**src/rtl/tmr_pkg.sv**
```systemverilog
package tmr_pkg;
    typedef enum logic {
        DIR_UP   = 1'b0,
        DIR_DOWN = 1'b1
    } dir_e;

    typedef enum logic [1:0] {
        OM_OFF0   = 2'd0,
        OM_OFF1   = 2'd1,
        OM_NONINV = 2'd2,
        OM_INV    = 2'd3
    } omode_e;

    localparam int FLAG_TOP = 0;
    localparam int FLAG_BOT = 1;
    localparam int FLAG_MA  = 2;
    localparam int FLAG_MB  = 3;
    localparam int N_FLAGS  = 4;
endpackage

```
**src/rtl/tmr_prescale.sv**
```systemverilog
module tmr_prescale #(
    parameter int PRE_W = 10
) (
    input  logic       clk,
    input  logic       rst,
    input  logic [2:0] sel,
    output logic       tick
);
    logic [PRE_W-1:0] div_q;

    always_ff @(posedge clk) begin
        if (rst) div_q <= '0;
        else     div_q <= div_q + 1'b1;
    end

    always_comb begin
        unique case (sel)
            3'd1:    tick = 1'b1;
            3'd2:    tick = &div_q[2:0];
            3'd3:    tick = &div_q[5:0];
            3'd4:    tick = &div_q[7:0];
            3'd5:    tick = &div_q[9:0];
            default: tick = 1'b0;
        endcase
    end

    p_div8_gap_r11: assert property (@(posedge clk) disable iff (rst)
        (sel == 3'd2 && $past(sel) == 3'd2 && tick) |=> !tick);
endmodule

```
**src/rtl/tmr_updown.sv**
```systemverilog
module tmr_updown
    import tmr_pkg::*;
#(
    parameter int W = 16
) (
    input  logic         clk,
    input  logic         rst,
    input  logic         tick,
    input  logic [W-1:0] top_val,
    output logic [W-1:0] cnt,
    output dir_e         dir,
    output logic         at_top,
    output logic         at_bot
);
    dir_e         st_q, st_d;
    logic [W-1:0] cnt_q, cnt_d;

    // state register
    always_ff @(posedge clk) begin
        if (rst) begin
            st_q  <= DIR_UP;
            cnt_q <= '0;
        end else if (tick) begin
            st_q  <= st_d;
            cnt_q <= cnt_d;
        end
    end

    // next state: reversal and bottom transitions
    always_comb begin
        st_d  = st_q;
        cnt_d = cnt_q;
        unique case (st_q)
            DIR_UP: begin
                if (cnt_q >= top_val) begin
                    if (top_val != '0) begin
                        cnt_d = cnt_q - 1'b1;
                        st_d  = (cnt_q == W'(1)) ? DIR_UP : DIR_DOWN;
                    end else begin
                        cnt_d = '0;
                    end
                end else begin
                    cnt_d = cnt_q + 1'b1;
                end
            end
            DIR_DOWN: begin
                cnt_d = cnt_q - 1'b1;
                st_d  = (cnt_q == W'(1)) ? DIR_UP : DIR_DOWN;
            end
        endcase
    end

    // outputs
    always_comb begin
        cnt    = cnt_q;
        dir    = st_q;
        at_top = tick && (cnt_q == top_val);
        at_bot = tick && (cnt_q == '0);
    end

    p_down_step_r1: assert property (@(posedge clk) disable iff (rst)
        (tick && st_q == DIR_DOWN) |=> cnt_q == $past(cnt_q) - 1'b1);
    p_hold_no_tick_r11: assert property (@(posedge clk) disable iff (rst)
        !tick |=> $stable(cnt_q));
endmodule

```
**src/rtl/tmr_cmp_chan.sv**
```systemverilog
module tmr_cmp_chan
    import tmr_pkg::*;
#(
    parameter int W = 16
) (
    input  logic         clk,
    input  logic         rst,
    input  logic         tick,
    input  logic [W-1:0] cnt,
    input  dir_e         dir,
    input  logic         at_bot,
    input  logic         we,
    input  logic [W-1:0] wdata,
    input  logic [1:0]   mode,
    input  logic         masked,
    output logic         match,
    output logic         pin,
    output logic [W-1:0] act
);
    logic [W-1:0] hold_q, act_q;
    logic         pin_q;
    omode_e       om;

    assign om    = omode_e'(mode);
    assign match = tick && (cnt == act_q);

    always_ff @(posedge clk) begin
        if (rst) begin
            hold_q <= '0;
            act_q  <= '0;
            pin_q  <= 1'b0;
        end else begin
            if (we)     hold_q <= wdata;
            if (at_bot) act_q  <= hold_q;
            if (match && mode[1])
                pin_q <= (dir == DIR_DOWN) ^ (om == OM_INV);
        end
    end

    assign pin = (mode[1] && !masked) ? pin_q : 1'b0;
    assign act = act_q;

    p_load_at_bottom_r3: assert property (@(posedge clk) disable iff (rst)
        !at_bot |=> act_q == $past(act_q));
    p_noninv_up_r7: assert property (@(posedge clk) disable iff (rst)
        (match && om == OM_NONINV && dir == DIR_UP) |=> !pin_q);
    p_inv_up_r8: assert property (@(posedge clk) disable iff (rst)
        (match && om == OM_INV && dir == DIR_UP) |=> pin_q);
    p_hold_no_match_r9: assert property (@(posedge clk) disable iff (rst)
        !match |=> $stable(pin_q));
endmodule

```
**src/rtl/sym_pwm_timer.sv**
```systemverilog
module sym_pwm_timer
    import tmr_pkg::*;
#(
    parameter int W     = 16,
    parameter int PRE_W = 10
) (
    input  logic         clk,
    input  logic         rst,
    input  logic [2:0]   pre_sel,
    input  logic         top_is_cha,
    input  logic         wr_cha,
    input  logic         wr_chb,
    input  logic         wr_cap,
    input  logic [W-1:0] wr_data,
    input  logic [1:0]   mode_a,
    input  logic [1:0]   mode_b,
    input  logic [3:0]   flag_clr,
    output logic [W-1:0] count,
    output logic         pwm_a,
    output logic         pwm_b,
    output logic [3:0]   flags
);
    localparam int NCH = 2;

    logic         tick, at_top, at_bot;
    dir_e         dir;
    logic [W-1:0] cnt, cap_q, top_val;
    logic [NCH-1:0]         ch_we, ch_mask, ch_match, ch_pin;
    logic [NCH-1:0][1:0]    ch_mode;
    logic [NCH-1:0][W-1:0]  ch_act;
    logic [N_FLAGS-1:0]     ev, flags_q;

    tmr_prescale #(.PRE_W(PRE_W)) u_pre (
        .clk(clk), .rst(rst), .sel(pre_sel), .tick(tick)
    );

    always_ff @(posedge clk) begin
        if (rst)         cap_q <= '0;
        else if (wr_cap) cap_q <= wr_data;
    end

    assign top_val = top_is_cha ? ch_act[0] : cap_q;

    tmr_updown #(.W(W)) u_cnt (
        .clk(clk), .rst(rst), .tick(tick), .top_val(top_val),
        .cnt(cnt), .dir(dir), .at_top(at_top), .at_bot(at_bot)
    );

    assign ch_we   = {wr_chb, wr_cha};
    assign ch_mode = {mode_b, mode_a};
    assign ch_mask = {1'b0, top_is_cha};

    for (genvar c = 0; c < NCH; c++) begin : g_ch
        tmr_cmp_chan #(.W(W)) u_ch (
            .clk(clk), .rst(rst), .tick(tick), .cnt(cnt), .dir(dir),
            .at_bot(at_bot), .we(ch_we[c]), .wdata(wr_data),
            .mode(ch_mode[c]), .masked(ch_mask[c]),
            .match(ch_match[c]), .pin(ch_pin[c]), .act(ch_act[c])
        );
    end

    always_comb begin
        ev           = '0;
        ev[FLAG_TOP] = at_top;
        ev[FLAG_BOT] = at_bot;
        ev[FLAG_MA]  = ch_match[0];
        ev[FLAG_MB]  = ch_match[1];
    end

    always_ff @(posedge clk) begin
        if (rst) flags_q <= '0;
        else     flags_q <= (flags_q & ~flag_clr) | ev;
    end

    for (genvar f = 0; f < N_FLAGS; f++) begin : g_fchk
        p_sticky_r12: assert property (@(posedge clk) disable iff (rst)
            (flags_q[f] && !flag_clr[f]) |=> flags_q[f]);
        p_set_wins_r12: assert property (@(posedge clk) disable iff (rst)
            ev[f] |=> flags_q[f]);
    end

    p_cha_masked_r2: assert property (@(posedge clk) disable iff (rst)
        top_is_cha |-> !pwm_a);

    assign count = cnt;
    assign pwm_a = ch_pin[0];
    assign pwm_b = ch_pin[1];
    assign flags = flags_q;
endmodule

```
**config.mk**
```make
export PLATFORM = sky130hd
export DESIGN_NAME = sym_pwm_timer
export DESIGN_NICKNAME = d
export VERILOG_FILES = /design/src/rtl/tmr_pkg.sv /design/src/rtl/tmr_prescale.sv /design/src/rtl/tmr_updown.sv /design/src/rtl/tmr_cmp_chan.sv /design/src/rtl/sym_pwm_timer.sv
export SDC_FILE = /design/constraint.sdc
export NUM_CORES = 1
export LEC_CHECK = 0
export ABC_AREA = 1
export BUFFER_PORTS_ARGS = -buffer_cell sky130_fd_sc_hd__buf_4
export CORE_ASPECT_RATIO = 2
export CORE_MARGIN = 10
export CORE_UTILIZATION = 45
export DETAILED_ROUTE_END_ITERATION = 12
export GPL_TIMING_DRIVEN = 0
export PLACE_DENSITY = 0.67
export SYNTH_ARGS = -nofsm -noshare
export SYNTH_HDL_FRONTEND = slang
export SYNTH_SLANG_ARGS = --single-unit
```
**constraint.sdc**
```tcl
create_clock -name clk -period 2.4 [get_ports clk]
set_input_delay 0.12 -clock clk [delete_from_list [all_inputs] [get_ports clk]]
set_output_delay 0.12 -clock clk [all_outputs]
set_load 0.02 [all_outputs]
```
==> impl_metrics.csv, run 1 <==
group,metric,value,unit
layout,layout_common_cells,"nor2_1, nand2_1, dfxtp_1, o21ai_0, inv_1",
detailed_routing,drc,0,
detailed_routing,drt-pass1-iter-count,4,
worst_setup_path,cp.arrival,2.66,ns
worst_setup_path,crit_chain,"clkbuf_1 > nor2_1 > nand3_1 > nor3_1 > nand3_1 > nor2_1 > nand2_2 > buf_6 > buf_6 > o21ai_1 > a21oi_1",
worst_hold_path,whs_endpoint,"g_ch[0].u_ch.pin_q$_SDFFE_PP0P_",
clock_network,cts_tree,"built",
worst_hold_path,worstHoldPathType,"input pin to register",
detailed_routing,via_per_inst,5.25,
worst_hold_path,whs_path_depth,3,
worst_setup_path,ff2ff_path_depth,11,
sta,maxSlewHeadroom,50.8,%
worst_hold_path,hp-start,"mode_a[1]",
synth,syn_area,5880,um2
global_route,grt_max_degree,17,
clock_network,clockBufferDepth,2,
global_route,grt_util_all_layers,20.9,%
pwr,p_leak,3.25,nW
global_route,grt_pass1_wl,29900,um
synth,ys_top_cells_by_area,"dfxtp_1, nor2_1, o21ai_0",
sta,drv_slew,0,
clock_network,numCtsBuffers,17,
worst_setup_path,critPathSlowestCell,"nor3_1",
sta,tightest_slew,0.739,ns
place,dpl.hpwl,14500,um
worst_setup_path,crit_family,"simple AND/OR/NAND/NOR gates",
worst_setup_path,r2r_setup_slack,0.04,ns
layout,fill_cells,1227,
synth,ys_seq_area_share,38.4,%
floorplan,die_w,101,um
layout,final_common_cell,"nor2_1",
clock_network,clock-sinks,113,
clock_network,clk_pin_slew,0.06,ns
global_route,grt_pass1_vias,5976,
detailed_routing,via_count,5877,
layout,post-route-util,57.5,%
synth,syn_inst,859,
sta,setup_tns,0,ns
global_route,grt.overflow.total,0,
global_route,antenna_found_initial,0,
run,max_cap_viol_count,0,
synth,yosys.area.top_type,"dfxtp_1",
synth,ys_ff_latch,113,
clock_network,root_buffer,"clkbuf_16",
sta,whs,0.00635,ns
sta,finClkSkew,0.00753,ns
floorplan,rows,59,
worst_setup_path,path_class,"register to register",
detailed_routing,routed_wl,18900,um
pwr,finalPower,5.85,mW
synth,avgSynthCellArea,6.85,um2
layout,drive_gt1_share,13.7,%
worst_setup_path,startpoint_type,"register",
synth,yosysWarnings,0,
place,portBuffers,53,
worst_setup_path,cp_max_fo,10,
clock_network,htree_levels,4,
floorplan,die_y,182,um
sta,fin_ws,0.0427,ns
floorplan,coreArea,12900,um2
sta,hold_viol,0,
detailed_routing,drt_first_iter_violations,256,
worst_setup_path,end_kind,"register",
worst_setup_path,worstPathRequired,2.70,ns
synth,ys_types,27,
floorplan,initial_core_util,45.5,%
outcome,outcome,"finished, final reports clean",
layout,nets,1010,
sta,period_share,98.2,%
pwr,p_per_area,786,nW/um2
place,place_ws,-0.516,ns
pwr,irDropWorstVdd,0.577,mV
sta,max_freq,0.424,GHz
worst_setup_path,slowest_delay,0.34,ns
detailed_routing,wl_per_cell,16.9,um
synth,synth_top_area_share,38.4,%
layout,areaGrowthSynthToFinish,26.3,%
worst_setup_path,path_buf_inv,3,
clock_network,insertion_delay,0.42,ns
floorplan,die_area,18300,um2
floorplan,io_pins,55,
sta,timing.final.crit_period,2.36,ns
layout,antenna_cells,0,
sta,finalSetupViolCount,0,
layout,regArea,2270,um2
place,gp_congestion,0.935,
worst_setup_path,reg2reg_from,"u_cnt.cnt[6]$_SDFFE_PP0P_",
worst_setup_path,r2r_end,"g_ch[1].u_ch.act[5]$_SDFFE_PP0P_",
synth,synthesis.nets,914,
layout,multi_input_area,3200,um2
detailed_routing,ant_nets,0,
[where the power goes]
part           switching [mW]  total, mW  internal [mW]
logic                   0.676       1.09          0.412
clock network           0.939       2.67           1.73
registers              0.0894       2.09           2.00
total                    1.70       5.85           4.14
[per-stage QoR]
stage	instance area [um2]	instances
after floorplan	5880	859
after global placement	6470	1064
after detailed placement	6470	1064
final	7430	1120
after CTS	7320	1117
after global routing	7430	1120
[synth_stat cells]
| library cell | number |
|---|---|
| o21ai_1 | 27 |
| nand4_1 | 13 |
| inv_1 | 79 |
| a21boi_0 | 1 |
| a31oi_1 | 3 |
| inv_2 | 1 |
| nor4_1 | 1 |
| clkbuf_1 | 23 |
| buf_6 | 6 |
| a21o_1 | 2 |
| buf_2 | 11 |
| a21oi_1 | 56 |
| xnor2_1 | 12 |
| nor3b_1 | 1 |
| a21oi_4 | 1 |
| nand2_1 | 125 |
| nor2_1 | 190 |
| nand2_2 | 1 |
| ha_1 | 22 |
| xor2_1 | 30 |
| dfxtp_1 | 113 |
| o21ai_0 | 99 |
| or2_2 | 3 |
| nor2_2 | 1 |
| o31ai_1 | 1 |
| nand3_1 | 26 |
| nor3_1 | 11 |
[flip-flops by register name, indices dropped and copies added, names as in the netlist]
register          count
u_pre.div_q          10
u_cnt.dir             1
g_ch.u_ch.act        32
cap_q                16
g_ch.u_ch.hold_q     32
g_ch.u_ch.pin_q       2
u_cnt.cnt            16
flags                 4
[what timing repair did]
action,4_1_cts,5_1_grt
gates cloned,0,0
hold endpoints to repair,45,0
buffers inserted,1,3
resized for setup,13,20
hold buffers,20,0
setup endpoints to repair,14,43
pin swaps,1,5
[cells by family after synthesis]
group                    synth area share (%)
AND/OR/NAND/NOR                          25.4
AO/OA/AOI/OAI                            16.6
buffers and inverters                    8.65
flip-flops                               38.4
XOR/XNOR                                 6.25
adder cells (fa/ha/maj)                  4.68
[worst max-delay path by stage]
stage | from | end | slack, ns | depth (start not counted)
after floorplan | u_cnt.cnt[0]$_SDFFE_PP0P_ | u_cnt.cnt[14]$_SDFFE_PP0P_ | 0.27 | 13
after global placement | top_is_cha | u_cnt.cnt[14]$_SDFFE_PP0P_ | -0.49 | 15
after detailed placement | top_is_cha | u_cnt.cnt[14]$_SDFFE_PP0P_ | -0.52 | 15
after CTS | cap_q[14]$_SDFFE_PP0P_ | u_cnt.cnt[2]$_SDFFE_PP0P_ | 0.009 | 15
after global routing | cap_q[9]$_SDFFE_PP0P_ | u_cnt.cnt[1]$_SDFFE_PP0P_ | -0.002 | 15
final | u_cnt.cnt[6]$_SDFFE_PP0P_ | g_ch[1].u_ch.act[5]$_SDFFE_PP0P_ | 0.04 | 11
[tightest hold or removal path: cells and delay by family]
family | cells | cell delay [ns]
buf+inv | 1 | 0.12
simple gates | 1 | 0.08
compound gates | 1 | 0.06
[metal layers]
layer / vias to the layer above / part of all wire, % / track usage [%]
met4: 0 / 6.5 / 14.8
met1: 2689 / 34 / 18.3
li1: 2968 / - / -
met5: - / 0 / 0
met3: 72 / 3.3 / 3.95
met2: 148 / 56 / 39.7
[final cells by class]
| cell class | instances | area share (%) |
|---|---|---|
| Timing Repair Buffer | 77 | 8.62 |
| Sequential cell | 113 | 30.5 |
| Tap cell | 152 | 2.56 |
| Multi-Input combinational cell | 626 | 43.1 |
| Inverter | 80 | 4.04 |
| Clock inverter | 14 | 2.52 |
| Clock buffer | 18 | 5.77 |
| Buffer | 40 | 2.95 |
Note: power is estimated with default switching activity, not from simulation.
==> run 2, diff against run 1 <==
- CORE_MARGIN: 10 -> 8
==> run 2 against run 1 <==
Effect of this change:
- sequential share of layout area hardly changed
- combinational power hardly changed
- final cell count stayed put
- wire length is 0.44% lower
- utilization hardly changed
- via count is 0.36% higher
- global-route usage is 0.81 points higher
- worst hold slack better by 0.013 ns
- highest routed layer unchanged
- clock-buffer cell count stayed put
- register-to-register slack better by 0.12 ns
- flip-flop and latch count stayed put
- largest cell class unchanged
==> impl_metrics.csv, run 2 (synthesized netlist as in run 1, its figures left out) <==
group,metric,value,unit
pwr,irDropWorstVdd,0.557,mV
place,portBuffers,53,
floorplan,initial_core_util,45.5,%
floorplan,die_y,178,um
pwr,p_leak,3.23,nW
detailed_routing,drc,0,
floorplan,coreArea,12900,um2
worst_setup_path,cp_max_fo,10,
sta,period_share,93.0,%
clock_network,insertion_delay,0.42,ns
clock_network,numCtsBuffers,17,
worst_setup_path,worstPathRequired,2.70,ns
worst_hold_path,worstHoldPathType,"input pin to register",
layout,final_area,7440,um2
clock_network,htree_levels,4,
global_route,grt_pass1_vias,6049,
pwr,finalPower,5.80,mW
floorplan,die_w,96.9,um
worst_setup_path,end_kind,"register",
sta,whs,0.0192,ns
sta,hold_viol,0,
detailed_routing,routed_wl,18800,um
pwr,p_per_area,780,nW/um2
detailed_routing,route.met2.wl,10400,um
sta,drv_slew,0,
detailed_routing,wl_per_cell,16.8,um
layout,layout_common_cells,"nor2_1, nand2_1, dfxtp_1, o21ai_0, inv_1",
place,gp_congestion,0.957,
worst_setup_path,startpoint_type,"register",
layout,areaGrowthSynthToFinish,26.4,%
floorplan,io_pins,55,
detailed_routing,via_per_inst,5.27,
global_route,grt_max_degree,17,
detailed_routing,m1WireLength,6310,um
sta,max_freq,0.448,GHz
floorplan,rows,59,
sta,finalSetupViolCount,0,
clock_network,clk_pin_slew,0.06,ns
detailed_routing,drt-pass1-iter-count,6,
sta,finClkSkew,0.0138,ns
floorplan,die_area,17200,um2
sta,timing.final.crit_period,2.23,ns
layout,multi_input_area,3220,um2
outcome,outcome,"finished, final reports clean",
sta,setup_tns,0,ns
run,max_cap_viol_count,0,
global_route,antenna_found_initial,0,
sta,tightest_slew,0.735,ns
layout,nets,1010,
place,dpl_cell_area,6470,um2
detailed_routing,drt_first_iter_violations,263,
worst_setup_path,cp.arrival,2.53,ns
detailed_routing,wl_met3,589,um
worst_setup_path,path_class,"register to register",
place,dpl.hpwl,14400,um
sta,rsz0062_at_grt,"false",
global_route,grt_util_all_layers,21.7,%
layout,final_common_cell,"nor2_1",
clock_network,cts_tree,"built",
layout,fill_cells,1274,
global_route,grt.overflow.total,0,
detailed_routing,via_count,5898,
clock_network,clockBufferDepth,2,
clock_network,clock-sinks,113,
clock_network,root_buffer,"clkbuf_16",
layout,drive_gt1_share,14.2,%
detailed_routing,ant_nets,0,
detailed_routing,highest_layer,"met4",
sta,maxSlewHeadroom,51.0,%
global_route,grt_pass1_wl,29600,um
layout,antenna_cells,0,
layout,regArea,2270,um2
[run 2: final timing paths]
path | startpoint | endpoint | slack, ns | cells past startpoint
max | u_cnt.cnt[6]$_SDFFE_PP0P_ | g_ch[0].u_ch.act[0]$_SDFFE_PP0P_ | 0.17 | 11
min | mode_a[1] | g_ch[0].u_ch.pin_q$_SDFFE_PP0P_ | 0.02 | 3
max reg2reg | u_cnt.cnt[6]$_SDFFE_PP0P_ | g_ch[0].u_ch.act[0]$_SDFFE_PP0P_ | 0.17 | 11
min reg2reg | u_pre.div_q[0]$_SDFF_PP0_ | u_pre.div_q[0]$_SDFF_PP0_ | 0.45 | 1
[run 2: what timing repair did]
| action | CTS | global route |
|---|---|---|
| pin swaps | 0 | 5 |
| gates resized for setup | 13 | 29 |
| hold buffers | 20 | 0 |
| buffers inserted | 0 | 3 |
| cloned | 0 | 1 |
| hold endpoints to repair | 44 | 0 |
| endpoints found under the setup margin | 14 | 44 |
[run 2: final cells by class]
cell class | count | area share, %
buffer | 40 | 2.89
clock buffer | 18 | 5.77
clock inverter | 14 | 2.41
inverter | 80 | 4.04
multi-input combinational | 626 | 43.3
sequential | 113 | 30.5
tap | 152 | 2.56
timing repair buffer | 77 | 8.61
[run 2: power breakdown]
part	switching [mW]	total, mW	internal, mW
logic	0.687	1.10	0.417
clock network	0.969	2.61	1.64
registers	0.0892	2.09	2.00
[run 2: layer usage]
layer  track usage (%)  vias to the layer above
li1                  -                     2975
met1              18.4                     2664
met2              42.6                      179
met3              3.27                       80
met4              18.3                        0
met5                 0                        -
[run 2: worst max-delay path, cell delays in order, from the launching register on]
cell	delay, ns
dfxtp_1	0.34
clkbuf_1	0.21
nor2_1	0.30
nand3_1	0.16
nor3_2	0.22
nand3_1	0.13
nor2_1	0.13
nand2_2	0.09
buf_6	0.15
buf_6	0.15
o21ai_1	0.17
nor2_1	0.07
[run 2: metrics by stage]
| stage | worst slack [ns] | utilization, % | instances |
|---|---|---|---|
| 4_1_cts | 0.00629 | 56.6 | 1116 |
| 5_1_grt | 0.00776 | 57.6 | 1120 |
| 6_report | 0.167 | 57.6 | 1120 |
| 3_3_place_gp | -0.517 | 50.1 | 1064 |
| 2_1_floorplan | 0.265 | - | 859 |
| 3_5_place_dp | -0.542 | 50.1 | 1064 |
==> run 3, diff against run 2 <==
- ABC_AREA: 1 -> default
==> run 3 against run 2 <==
Effect of this change:
- wire length rose by 23%
- sequential share of layout area shrank 3.6 points
- design area grew 16%
- clock skew down 0.0040 ns
- combinational power grew to 10 times the previous value
- largest cell class unchanged
- first-iteration DRC count grew 14%
- the run now ends with negative setup slack left
==> impl_metrics.csv, run 3 <==
group,metric,value,unit
synth,synth_most_common_cell,"dfxtp_1",
clock_network,htree_levels,4,
synth,synth_top_area_share,38.0,%
sta,period_share,110,%
worst_setup_path,slowest_delay,0.37,ns
global_route,grt_util_all_layers,25.2,%
clock_network,root_buffer,"clkbuf_16",
layout,antenna_cells,0,
synth,ys_seq_area_share,38.0,%
worst_setup_path,cp.arrival,2.92,ns
global_route,grt_max_degree,17,
synth,async_flop_share,0,%
sta,max_freq,0.380,GHz
detailed_routing,via_count,5930,
detailed_routing,wl_per_cell,23.3,um
floorplan,initial_core_util,45.9,%
synth,synthTopCellsByCount,"dfxtp_1, nor2_1, nand2_1",
detailed_routing,drt_first_iter_violations,299,
pwr,clkPwrFrac,15.0,%
global_route,grt_pass1_vias,6069,
layout,nets,883,
worst_hold_path,worstHoldPathType,"input pin to register",
global_route,grt_pass1_wl,33800,um
pwr,p_per_area,1890,nW/um2
pwr,p_seq_share,15.7,%
detailed_routing,drt-pass1-iter-count,5,
worst_setup_path,crit_end,"u_cnt.cnt[6]$_SDFFE_PP0P_",
detailed_routing,routed_wl,23100,um
worst_setup_path,r2r_end,"u_cnt.cnt[6]$_SDFFE_PP0P_",
worst_setup_path,worstPathRequired,2.69,ns
worst_setup_path,end_kind,"register",
sta,fin_ws,-0.234,ns
layout,layout_common_cells,"nor2_1, dfxtp_1, buf_4, mux2i_1, nand2_1",
clock_network,cts_tree,"built",
synth,syn_inst,700,
floorplan,die_w,97.4,um
outcome,violations,"negative setup slack",
synth,syn_area,5960,um2
sta,finalSetupViolCount,48,
synth,ys_types,55,
place,dpl.hpwl,16100,um
pwr,finalPower,16.2,mW
worst_setup_path,ff2ff_path_depth,11,
clock_network,clk_pin_slew,0.06,ns
sta,rsz0062_at_grt,"true",
sta,maxSlewHeadroom,40.2,%
run,max_cap_viol_count,0,
detailed_routing,ant_nets,0,
global_route,antenna_found_initial,0,
clock_network,insertion_delay,0.41,ns
synth,yosysWarnings,0,
outcome,outcome,"complete, but fails checks",
worst_setup_path,path_class,"register to register",
layout,areaGrowthSynthToFinish,44.3,%
place,portBuffers,50,
pwr,p_int,9.12,mW
pwr,p_sw_share,43.8,%
worst_setup_path,cp_max_fo,7,
place,gp_congestion,0.991,
sta,hold_viol,0,
clock_network,clock-sinks,113,
clock_network,numCtsBuffers,17,
layout,fill_cells,1030,
sta,tightest_slew,0.897,ns
worst_setup_path,crit_chain,"clkbuf_8 > inv_2 > ha_1 > and4_1 > o31a_1 > nor3_4 > buf_6 > nor2_4 > buf_12 > a22o_1 > a32o_2",
synth,synth_flop_cell,"dfxtp_1",
synth,ys_top_cells_by_area,"dfxtp_1, mux2i_1, xnor2_1",
pwr,pwr-share-comb,69.2,%
layout,drive_gt1_share,37.9,%
synth,synth_edf_count,0,
floorplan,io_pins,55,
place,place_ws,-0.731,ns
synth,ys_ff_latch,113,
floorplan,coreArea,13000,um2
clock_network,clockBufferDepth,2,
floorplan,rows,59,
worst_setup_path,startpoint_type,"register",
floorplan,die_area,17400,um2
worst_setup_path,r2r_setup_slack,-0.23,ns
floorplan,die_y,179,um
pwr,power_switching,7.10,mW
synth,synthesis.nets,755,
pwr,p_leak,3.63,nW
sta,drv_slew,0,
sta,timing.final.crit_period,2.63,ns
worst_setup_path,critPathSlowestCell,"dfxtp_4",
worst_setup_path,startpoint,"u_cnt.cnt[0]$_SDFFE_PP0P_",
global_route,grt.overflow.total,0,
detailed_routing,drc,0,
detailed_routing,via_per_inst,5.98,
synth,yosys.area.top_type,"dfxtp_1",
synth,avgSynthCellArea,8.51,um2
sta,finClkSkew,0.00977,ns
worst_setup_path,reg2reg_from,"u_cnt.cnt[0]$_SDFFE_PP0P_",
pwr,irDropWorstVdd,2.46,mV
[run 3: cell types whose count changed after synthesis, sizes merged, moves of 26 or more]
cell,change
o21ai,-106
nor2,-105
inv,-73
mux2i,+63
nand2,-42
xor2,-26
[run 3: final cells by class]
type	count	area [um2]	share of cell area, %
multi-input cells	527	4050	47.1
flip-flops and latches	113	2310	26.8
repair buffers	111	1020	11.9
plain buffers	51	432	5.02
clock buffers	18	429	4.99
well taps	152	190	2.21
clock inverters	13	140	1.63
inverters	7	26.3	0.306
[run 3: metal layers]
metal	track usage [%]	part of all wire (%)	vias up
met1	23.1	35	2865
met5	0	0	-
met2	47.1	53	235
met4	21.2	7.8	0
met3	4.55	4.1	96
li1	-	-	2734
[run 3: cell families after synthesis]
logic type / after synthesis / share of synthesized area (%)
muxes: 64 / 10.8
and+or+nand+nor: 271 / 21.1
adders and majority gates: 22 / 4.62
buffers and inverters: 60 / 4.62
DFF: 113 / 38.0
xor gates and xnor gates: 41 / 6.03
AOI/OAI and AO/OA: 129 / 14.9
[run 3: timing repair]
action / in CTS / in global routing
hold buffers: 10 / 1
buffers inserted: 35 / 9
pin swaps: 19 / 80
resized for setup: 96 / 127
endpoints found under the setup margin: 55 / 54
endpoints found under the hold margin: 21 / 1
gates cloned: 2 / 4
[run 3: worst min path at each step]
| stage | start | endpoint | slack [ns] | cells past startpoint |
|---|---|---|---|---|
| after floorplan | wr_data[5] | cap_q[5]$_SDFFE_PP0P_ | 0.27 | 2 |
| after global placement | flag_clr[1] | flags[1]$_SDFF_PP0_ | 0.38 | 3 |
| after detailed placement | flag_clr[1] | flags[1]$_SDFF_PP0_ | 0.39 | 3 |
| after CTS | wr_data[14] | g_ch[1].u_ch.hold_q[14]$_SDFFE_PP0P_ | 0.001 | 3 |
| after global routing | wr_data[13] | g_ch[1].u_ch.hold_q[13]$_SDFFE_PP0P_ | 0.006 | 3 |
| final | wr_data[6] | cap_q[6]$_SDFFE_PP0P_ | 0.01 | 3 |
[run 3: per-stage QoR]
step	hold slack, ns	area, um2	utilization, %	TNS [ns]	cells
after floorplan	0.267	6100	-	-2.31	700
after global placement	0.384	6670	51.3	-25.83	902
after detailed placement	0.386	6670	51.3	-24.97	902
after CTS	0.00121	7950	61.2	-5.34	978
after global routing	0.00625	8600	66.2	-9.81	992
final	0.00970	8600	66.2	-6.42	992
[run 3: power by group through the flow]
stage | registers (mW) | clock network, mW | logic (mW)
after floorplan | 2.52 | 0 | 4.31
after global placement | 2.48 | 0 | 5.62
after detailed placement | 2.48 | 0 | 5.58
after CTS | 2.50 | 2.46 | 9.13
after global routing | 2.56 | 2.54 | 11.6
final | 2.55 | 2.44 | 11.2
[run 3: critical path, delay by kind of cell (launching register included)]
family / cells / cell delay, ns
AOI/OAI and AO/OA: 3 / 0.80
DFF: 1 / 0.37
buffers and inverters: 4 / 0.51
and+or+nand+nor: 3 / 0.52
adders and majority gates: 1 / 0.29
